$ cat config.mk
export PLATFORM = sky130hd
export DESIGN_NAME = isg_slot_stage
export DESIGN_NICKNAME = d
export VERILOG_FILES = /design/src/rtl/isg_pkg.sv /design/src/rtl/isg_slot_stage.sv
export SDC_FILE = /design/constraint.sdc
export NUM_CORES = 1
export LEC_CHECK = 0
export CAP_MARGIN = 20
export CELL_PAD_IN_SITES_DETAIL_PLACEMENT = 0
export CELL_PAD_IN_SITES_GLOBAL_PLACEMENT = 2
export CORE_MARGIN = 2
export CORE_UTILIZATION = 22
export DETAILED_ROUTE_END_ITERATION = 10
export PLACE_DENSITY_LB_ADDON = 0.3
export SLEW_MARGIN = 30
export SYNTH_ARGS = -nofsm -noshare
export SYNTH_HDL_FRONTEND = slang
export SYNTH_SLANG_ARGS = --single-unit
$ cat constraint.sdc
create_clock -name vclk -period 12.6
set_input_delay 3.78 -clock vclk [all_inputs]
set_output_delay 3.78 -clock vclk [all_outputs]
set_load 0.005 [all_outputs]
$ cat src/rtl/isg_pkg.sv
package isg_pkg;
  localparam int ISG_NREG_DEF  = 128;
  localparam int ISG_SLOTS_DEF = 3;

  // a register operand takes part in hazard tracking only when used and nonzero
  function automatic logic live_reg(input logic used, input logic [15:0] num);
    return used && (num != 16'd0);
  endfunction
endpackage

$ cat src/rtl/isg_slot_stage.sv
module isg_slot_stage
  import isg_pkg::*;
#(
  parameter int NREG = ISG_NREG_DEF,
  localparam int RW = $clog2(NREG)
) (
  input  logic [NREG-1:0] sb_i,
  input  logic [RW-1:0]   src_a_i,
  input  logic            src_a_vld_i,
  input  logic [RW-1:0]   src_b_i,
  input  logic            src_b_vld_i,
  input  logic [RW-1:0]   dst_i,
  input  logic            dst_vld_i,
  input  logic            stop_i,
  output logic            hit_o,
  output logic [NREG-1:0] sb_o
);
  logic a_live, b_live, d_live;
  logic raw_hit, waw_hit;

  assign a_live = live_reg(src_a_vld_i, 16'(src_a_i));
  assign b_live = live_reg(src_b_vld_i, 16'(src_b_i));
  assign d_live = live_reg(dst_vld_i,   16'(dst_i));

  assign raw_hit = (a_live && sb_i[src_a_i]) || (b_live && sb_i[src_b_i]);
  assign waw_hit = d_live && sb_i[dst_i];
  assign hit_o   = raw_hit || waw_hit;

  always_comb begin
    sb_o = sb_i;
    if (d_live) sb_o[dst_i] = 1'b1;
    if (stop_i) sb_o = '0;
  end
endmodule

# Word level (Yosys, flattened, before mapping)
# Cells that the tools add are included.
[word_totals]
output_inout_bits = 129
word_cells = 27
input_bits = 153
register_bits = 0
[op_classes]
bitwise_logic = 1
order_cmp = 4
n_reduce_logical = 12
mux = 10
[ops]
columns = ["cell", "count"]
rows = [
  ["two-way mux 128 bit", 2],
  ["OR 128 bit", 1],
  ["less-than comparator 7 x 8 -> 1 bit, second input constant", 3],
  ["binary-select mux 1 bit (select 7 bit)", 3],
  ["nonzero test 7 bit", 3],
  ["demux 1 bit (select 7 bit)", 1],
  ["greater-or-equal comparator 7 x 1 -> 1 bit, second input constant", 1],
  ["logical AND 1 bit", 7],
  ["two-way mux 1 bit", 4],
  ["logical OR 1 bit", 2],
]

# Longest topological paths before layout
# Gate-level depths: netlist of the first run.
[logic_depth]
depth_word = 7
depth_mapped = 10
ltp_nobuf = 7

# Least setup slack after synthesis of the first run
# No wires, ideal clock.
[synth_path]
kind = "input port to output port"
startpoint = "input port src_b_i[1]"
endpoint = "output port hit_o"
path_stages = 10
n_path_buf = 3
t_required_ps = 8820
path_slack_ps = 3217
arrival_time_ps = 5603
path_cell_list = "buf_2 buf_2 buf_4 mux4_2 mux2i_1 mux2i_1 a2111oi_0 o221ai_1 a31oi_1 o211ai_1"
[synth_between]
elab_chain_cells = 5
elab_cells_between_ends = 7
cone_classes = "mux: 2; reduce/logical: 5"
[synth_rtl]
columns = ["element", "line_no", "text"]
rows = [
  ["from (decl)", "isg_slot_stage.sv:10", "input logic [RW-1:0] src_b_i,"],
  ["binary-select mux 1 bit (select 7 bit) or nonzero test 7 bit (tied branches)", "isg_slot_stage.sv:25, isg_pkg.sv:7", ""],
  ["two-way mux 1 bit (not written as such) or logical AND 1 bit (tied branches)", "isg_slot_stage.sv:25, isg_pkg.sv:7", ""],
  ["logical AND 1 bit *", "isg_slot_stage.sv:25", "assign raw_hit = (a_live && sb_i[src_a_i]) || (b_live && sb_i[src_b_i]);"],
  ["logical OR 1 bit *", "isg_slot_stage.sv:25", ""],
  ["logical OR 1 bit *", "isg_slot_stage.sv:27", "assign hit_o = raw_hit || waw_hit;"],
  ["to (decl)", "isg_slot_stage.sv:15", "output logic hit_o,"],
]
# Every way passes the cells marked *; elsewhere a longest branch is shown, timed or not. The select of a mux whose other input is x is not followed.

# Worst setup path in the final report of the first run
[layout_path]
startpoint = "input port dst_i[1]"
endpoint = "output port hit_o"
[layout_between]
elab_chain_cells = 4
elab_cells_between_ends = 6
cone_classes = "mux: 2; reduce/logical: 4"
[layout_rtl]
columns = ["element", "line_no", "text"]
rows = [
  ["from (decl)", "isg_slot_stage.sv:12", "input logic [RW-1:0] dst_i,"],
  ["binary-select mux 1 bit (select 7 bit) or nonzero test 7 bit (tied branches)", "isg_slot_stage.sv:26, isg_pkg.sv:7", ""],
  ["two-way mux 1 bit (not written as such) or logical AND 1 bit (tied branches)", "isg_slot_stage.sv:26, isg_pkg.sv:7", ""],
  ["logical AND 1 bit *", "isg_slot_stage.sv:26", "assign waw_hit = d_live && sb_i[dst_i];"],
  ["logical OR 1 bit *", "isg_slot_stage.sv:27", ""],
]
# Marked as above.

==> metrics.txt, run 1 <==
CTS resizes=0; Post-route DRC=0; max_slew headroom=just over 30%; sequential area share after synthesis=0%; non-filler cells, final=1,154; core area=roughly 22,000 sq um; vias after detailed routing=6,782; sw power=0.1389 mW; Final min period=11.01 ns; Yosys top cell by area=mux4_2; Slew Viols, Final=0; final setup violation count=0; pin count of the biggest net entering global routing=between 60 and 70; die height=roughly 150 um; RSZ-0062 raised after global routing=false; Worst EP required=between 8 and 9 ns; dpl cells=1,154; 1st-pass router iterations=5; total leakage power=between 2 and 3 nW; first-pass GRT wire length=~44,000 um; antenna violations before repair=0; WL/cell=around 27 um; syn avg cell area=roughly 7.5 sq um; Setup Fix Bufs, Post-CTS=0; PortBufs=around 280; Min Hold Slack=approximately 8.5 ns; critical path data arrival time=~7.2 ns; Starting Density=between 20 and 25%; 1st-iter DRT viols=654; hold wc startpoint=stop_i; final hold violation count=0; PD cells=around 37 nW/um^2; WS Path Type=input port to output port; Top Ports=about 280; Final ANT Viol Nets=0; gpl congestion=roughly 0.92; worst-path fanout max=21; Total GRT Usage=about 25%; YS warnings=0; final worst-path cycle share=87.40%; sequential cell count=0; worst min-delay path category=input port to output port; Reg power frac=0%; nets@finish=a little over 1,000; crit path launch type=input port; CP Capture Type=output port; Yosys cell types=between 50 and 60; Post-CTS Hold Buffers=0; FMAX=0.09081 GHz; top post-synthesis cells by area=mux4_2, a21oi_1, nor2_1; fillcell total=approximately 2,300; worst-margin pin slew=between 1 and 1.5 ns; post-route cell area=~7800 sq um; setup TNS=0 ns; hold path cells=3; Synth-to-Final Area Change=63.14%; Hold EP=sb_o[37]; vias in the first global route=about 6,600; Max IR drop VDD=between 0.015 and 0.02 mV; Die ar.=approximately 23,000 sq um; FF+latch area=0 sq um; Internal Pwr Total=around 0.15 mW; GRT overflow=0; cells after synthesis=between 600 and 700; clock power share=0%; area share of the largest cell type after synthesis=32.87%; DR vias/cell=between 5 and 6; Sw Ratio=between 40% and 50%; max cap viols=0; # clk buffers=0; outcome=finished, final reports clean; logic gate share of total power=100.0%; Die W=roughly 150 um; Detail Placement HPWL=23,290 um; multi-input logic area=4487 sq um; Mapped Area=~4800 sq um; placed inst area=just under 8000 sq um; Synth Net Count=792; Antenna Cells=0; Rows=between 50 and 60; share of cells above drive strength 1=approximately an eighth; final WL=a little over 30,000 um
-- cells in the mapped netlist, types with 4 or more instances --
library cell and number:
a211oi_1 6, o221ai_1 4, buf_1 4, mux2i_1 22, and3_1 6, o211ai_1 6, nor2b_1 9, mux4_2 70
nand2b_1 7, o22ai_1 4, nor3_1 15, a221oi_1 12, buf_2 18, mux2_2 4, nand2_1 19, nor2_1 155
a31oi_1 6, a221o_1 12, a22oi_1 10, o21ai_0 5, clkbuf_1 39, nor4_1 4, a21oi_1 131, mux2_1 16
nand3_1 7, inv_1 5
-- final cells by class --
cell class | count | share of cell area, %
inverter | 7 | 0.3358
multi-input combinational | 564 | 57.35
tap | 280 | 4.478
timing repair buffer | 303 | 37.84
-- cell families (layout without fill, tap and decap cells) --
logic type             after synthesis  after routing  share of synthesized area (%)
and+or+nand+nor                    237            237                          21.76
AOI/OAI and AO/OA                  213            213                          27.60
buffers and inverters               75            310                          7.383
muxes                              114            114                          43.26
-- worst max-delay path by stage --
stage / slack [ns] / endpoint / startpoint / cells past startpoint
2_1_floorplan: 3.22 / hit_o / src_b_i[1] / 10
3_3_place_gp: 1.68 / hit_o / dst_i[1] / 10
3_5_place_dp: 1.69 / hit_o / dst_i[1] / 10
4_1_cts: 1.68 / hit_o / dst_i[1] / 10
5_1_grt: 1.53 / hit_o / src_b_i[0] / 10
6_report: 1.59 / hit_o / dst_i[1] / 10
-- layout by cell type (no fill, tap or decap), types with 3 or more instances in the layout --
master,instances
nor2_1,154
clkdlybuf4s50_1,277
inv_1,5
nand3_1,7
nand2b_1,7
o21ai_0,5
nand2_1,19
o22ai_1,4
a21oi_1,131
mux2i_1,22
o211ai_1,6
mux2_2,4
a221oi_1,12
buf_4,23
and3b_1,3
a22oi_1,10
nor3_1,12
buf_2,3
a221o_1,12
a31oi_1,6
nor2b_1,9
o221ai_1,4
nor3b_1,3
mux4_2,70
mux2_1,16
and3_1,6
a211oi_1,6
-- power groups by stage --
stage	clock network (mW)	logic (mW)	registers, mW
after floorplan	0	0.134	0
after global placement	0	0.287	0
after detailed placement	0	0.286	0
after CTS	0	0.288	0
after global routing	0	0.308	0
final	0	0.291	0
-- worst max-delay path, cell delays in order --
cell,delay (ns)
clkdlybuf4s50_1,0.48
buf_4,0.25
and2_1,0.86
a221oi_1,0.22
o211ai_1,0.31
a2bb2oi_1,0.13
o2111ai_1,0.22
nor3_1,0.11
o211ai_1,0.30
clkdlybuf4s50_1,0.57
-- stage by stage --
step                      worst slack (ns)  total power, mW  utilization [%]
after global routing                 1.530           0.3084            36.19
after detailed placement             1.691           0.2863            36.16
after CTS                            1.678           0.2880            36.16
after floorplan                      3.217           0.1344                -
final                                1.588           0.2910            36.19
after global placement               1.681           0.2865            36.14
-- per-layer routing --
metal	global-route usage [%]	wire, um	share of wire, %
met5	0	0	0
met4	4.537	672	2.2
met3	5.299	3088	10
met2	40.86	14070	46
met1	35.09	12950	42
(Power assumes the default switching activity.)
==> run 2: changes to the inputs <==
Settings changed: ABC_AREA from default to 1, CORE_UTILIZATION 22 to 18.
Clock period 12.6 ns to 12.3 ns, I/O delays scaled along.
==> run 2 against run 1 <==
Routed wire length is 40% higher. Global-route usage is 0.91 points lower. Combinational power is 12% higher. Cell count is 69% higher. Sequential share of layout area stayed put. Largest cell class unchanged. First-iteration DRC count is 24% higher. Final area is 13% higher. Non-clock buffer count is 5 lower. Synthesized area is 23% higher. Clock-buffer cell count stayed put.
==> metrics.txt, run 2 <==
outcome=finished, final reports clean; multi-input logic area=4855 sq um (+8.2%); M2 GR Usage=41.80% (+0.94 points); Max IR drop VDD=0.01944 mV (+24%); syn avg cell area=4.546 sq um (-39%); crit path launch type=input port; Final ANT Viol Nets=0 (unchanged); Top Ports=282 (unchanged); # clk buffers=0 (unchanged); Reg power frac=0% (unchanged); worst-margin pin slew=0.9594 ns (-0.07286 ns); first-pass GRT wire length=61,960 um (+41%); placed inst area=8841 sq um (+13%); vias after detailed routing=9,476 (+40%); total power=0.3271 mW (+12%); fillcell total=3,913 (+68%); worst path cell trace=clkdlybuf4s50_1 > inv_1 > nor3_2 > nand2_1 > inv_1 > buf_4 > nand2_1 > a21oi_1 > clkdlybuf4s50_1; PD cells=36.95 nW/um^2 (-0.67%); Post-synth top cells=nand2_1, a21oi_1, inv_1; Setup Fix Bufs, Post-CTS=0 (unchanged); Starting Density=18.17% (-4.0 points); final hold violation count=0 (unchanged); Mapped Area=5882 sq um (+23%); max_slew headroom=35.81% (+4.6 points); met3 usage=3.913% (-1.4 points); critical path data arrival time=7.04 ns (-0.19 ns); Post-route DRC=0 (unchanged); Final WS setup=1.569 ns (-0.01876 ns); total leakage power=3.923 nW (+44%); number of stages on the worst setup path=9 (-1); share of cells above drive strength 1=3.400% (-9.2 points); Worst EP required=8.61 ns (-0.21 ns); PortBufs=282 (unchanged); most frequent cells in the layout=nand2_1, clkdlybuf4s50_1, a21oi_1, inv_1, o21ai_0; antenna violations before repair=5 (+5); Yosys cell types=25 (-51%); Min Hold Slack=8.276 ns (-0.2492 ns); WS Path Type=input port to output port; Internal Pwr Total=0.1346 mW (-12%); Place WS=1.583 ns (-0.1076 ns); CP Capture Type=output port; FMAX=about 0.093 GHz; Total GRT Usage=24.36% (-0.91 points); top-count cell post-synth=nand2_1; YS warnings=0 (unchanged); WL/cell=22.20 um (-17%); Yosys top cell by area=nand2_1; DR vias/cell=4.872 (-17%); CP top delay family=buffers and inverters; worst-path fanout max=11 (-48%); logic gate share of total power=100.0% (about the same); clock power share=0% (unchanged); sw power=0.1925 mW (+39%); final worst-path cycle share=between 80 and 90%; final setup violation count=0 (unchanged); Synth-to-Final Area Change=50.50%; sequential cell count=0 (unchanged); top post-synthesis cells by area=nand2_1, a21oi_1, inv_1; crit-path max cell delay=0.97 ns (+0.11 ns); gpl congestion=0.8763 (-4.8%); Die W=184.8 um (+22%); cells after synthesis=1,294 (+100%); Final min period=10.73 ns; final WL=43,170 um (+40%); max cap viols=0 (unchanged); area share of the largest cell type after synthesis=34.84% (+2.0 points); Rows=66 (+22%); GRT Max-Usage Layer=met2; post-route cell area=8852 sq um (+13%); Die ar.=34,140 sq um (+48%); core area=32,370 sq um (+50%); Sw Ratio=58.85% (+11 points); nets@finish=1,655 (+61%); vias in the first global route=9,334 (+42%); FF+latch area=0 sq um (unchanged); CTS resizes=0 (unchanged); setup TNS=0 ns (unchanged); die height=184.8 um (+22%); GRT overflow=0 (unchanged); 1st-iter DRT viols=808 (+24%); commonest non-fill, non-tap cell in the layout=nand2_1; slowest CP cell=clkdlybuf4s50_1; Post-CTS Hold Buffers=0 (unchanged); worst min-delay path category=input port to output port; Critical Path Start=dst_i[2]; Bufs and invs on worst path=5 (+2); Detail Placement HPWL=32,570 um (+40%); M1 GR Usage=31.66% (-3.4 points); pin count of the biggest net entering global routing=91 (+36%); sequential area share after synthesis=0% (unchanged); Synth Net Count=1,447 (+83%); crit path to=sb_o[101]; 1st-pass router iterations=5 (unchanged); RSZ-0062 raised after global routing=false; Slew Viols, Final=0 (unchanged)
[run 2: area by class of cell]
| class | instances | area share, % |
|---|---|---|
| multi-input combinational | 1066 | 54.84 |
| inverter | 136 | 5.767 |
| tap | 442 | 6.247 |
| timing repair buffer | 298 | 33.06 |
| antenna | 3 | 0.08481 |
[run 2: worst min-delay path: cells and delay by family]
| kind | cells | cell delay [ns] |
|---|---|---|
| buffers and inverters | 2 | 0.75 |
| and+or+nand+nor | 1 | 0.14 |
[run 2: power by group through the flow]
stage | logic, mW | clock network [mW] | registers [mW]
after floorplan | 0.155 | 0 | 0
after global placement | 0.325 | 0 | 0
after detailed placement | 0.324 | 0 | 0
after CTS | 0.326 | 0 | 0
after global routing | 0.356 | 0.0000000109 | 0
final | 0.327 | 0.0000000327 | 0
[run 2: cells by family after synthesis]
kind of cell | share of synthesized area, %
compound gates | 32.80
buf+inv | 17.70
simple gates | 49.50
[run 2: how the worst min path moves through the flow]
stage                       start       end  cells after the start
final                      stop_i   sb_o[0]                      3
after CTS                  stop_i   sb_o[0]                      3
after detailed placement   stop_i   sb_o[0]                      3
after floorplan           sb_i[0]   sb_o[0]                      2
after global placement     stop_i  sb_o[14]                      3
after global routing       stop_i   sb_o[0]                      3
[run 2: per-layer routing]
layer	wire, um	up-vias
met5	21	-
met4	1244	4
met3	3127	58
met2	19950	419
met1	18830	4380
li1	-	4615
[run 2: through the flow]
stage	util (%)	instances
after detailed placement	27.31	1942
final	27.35	1945
after floorplan	-	1294
after global routing	27.33	1943
after CTS	27.31	1942
after global placement	27.27	1942
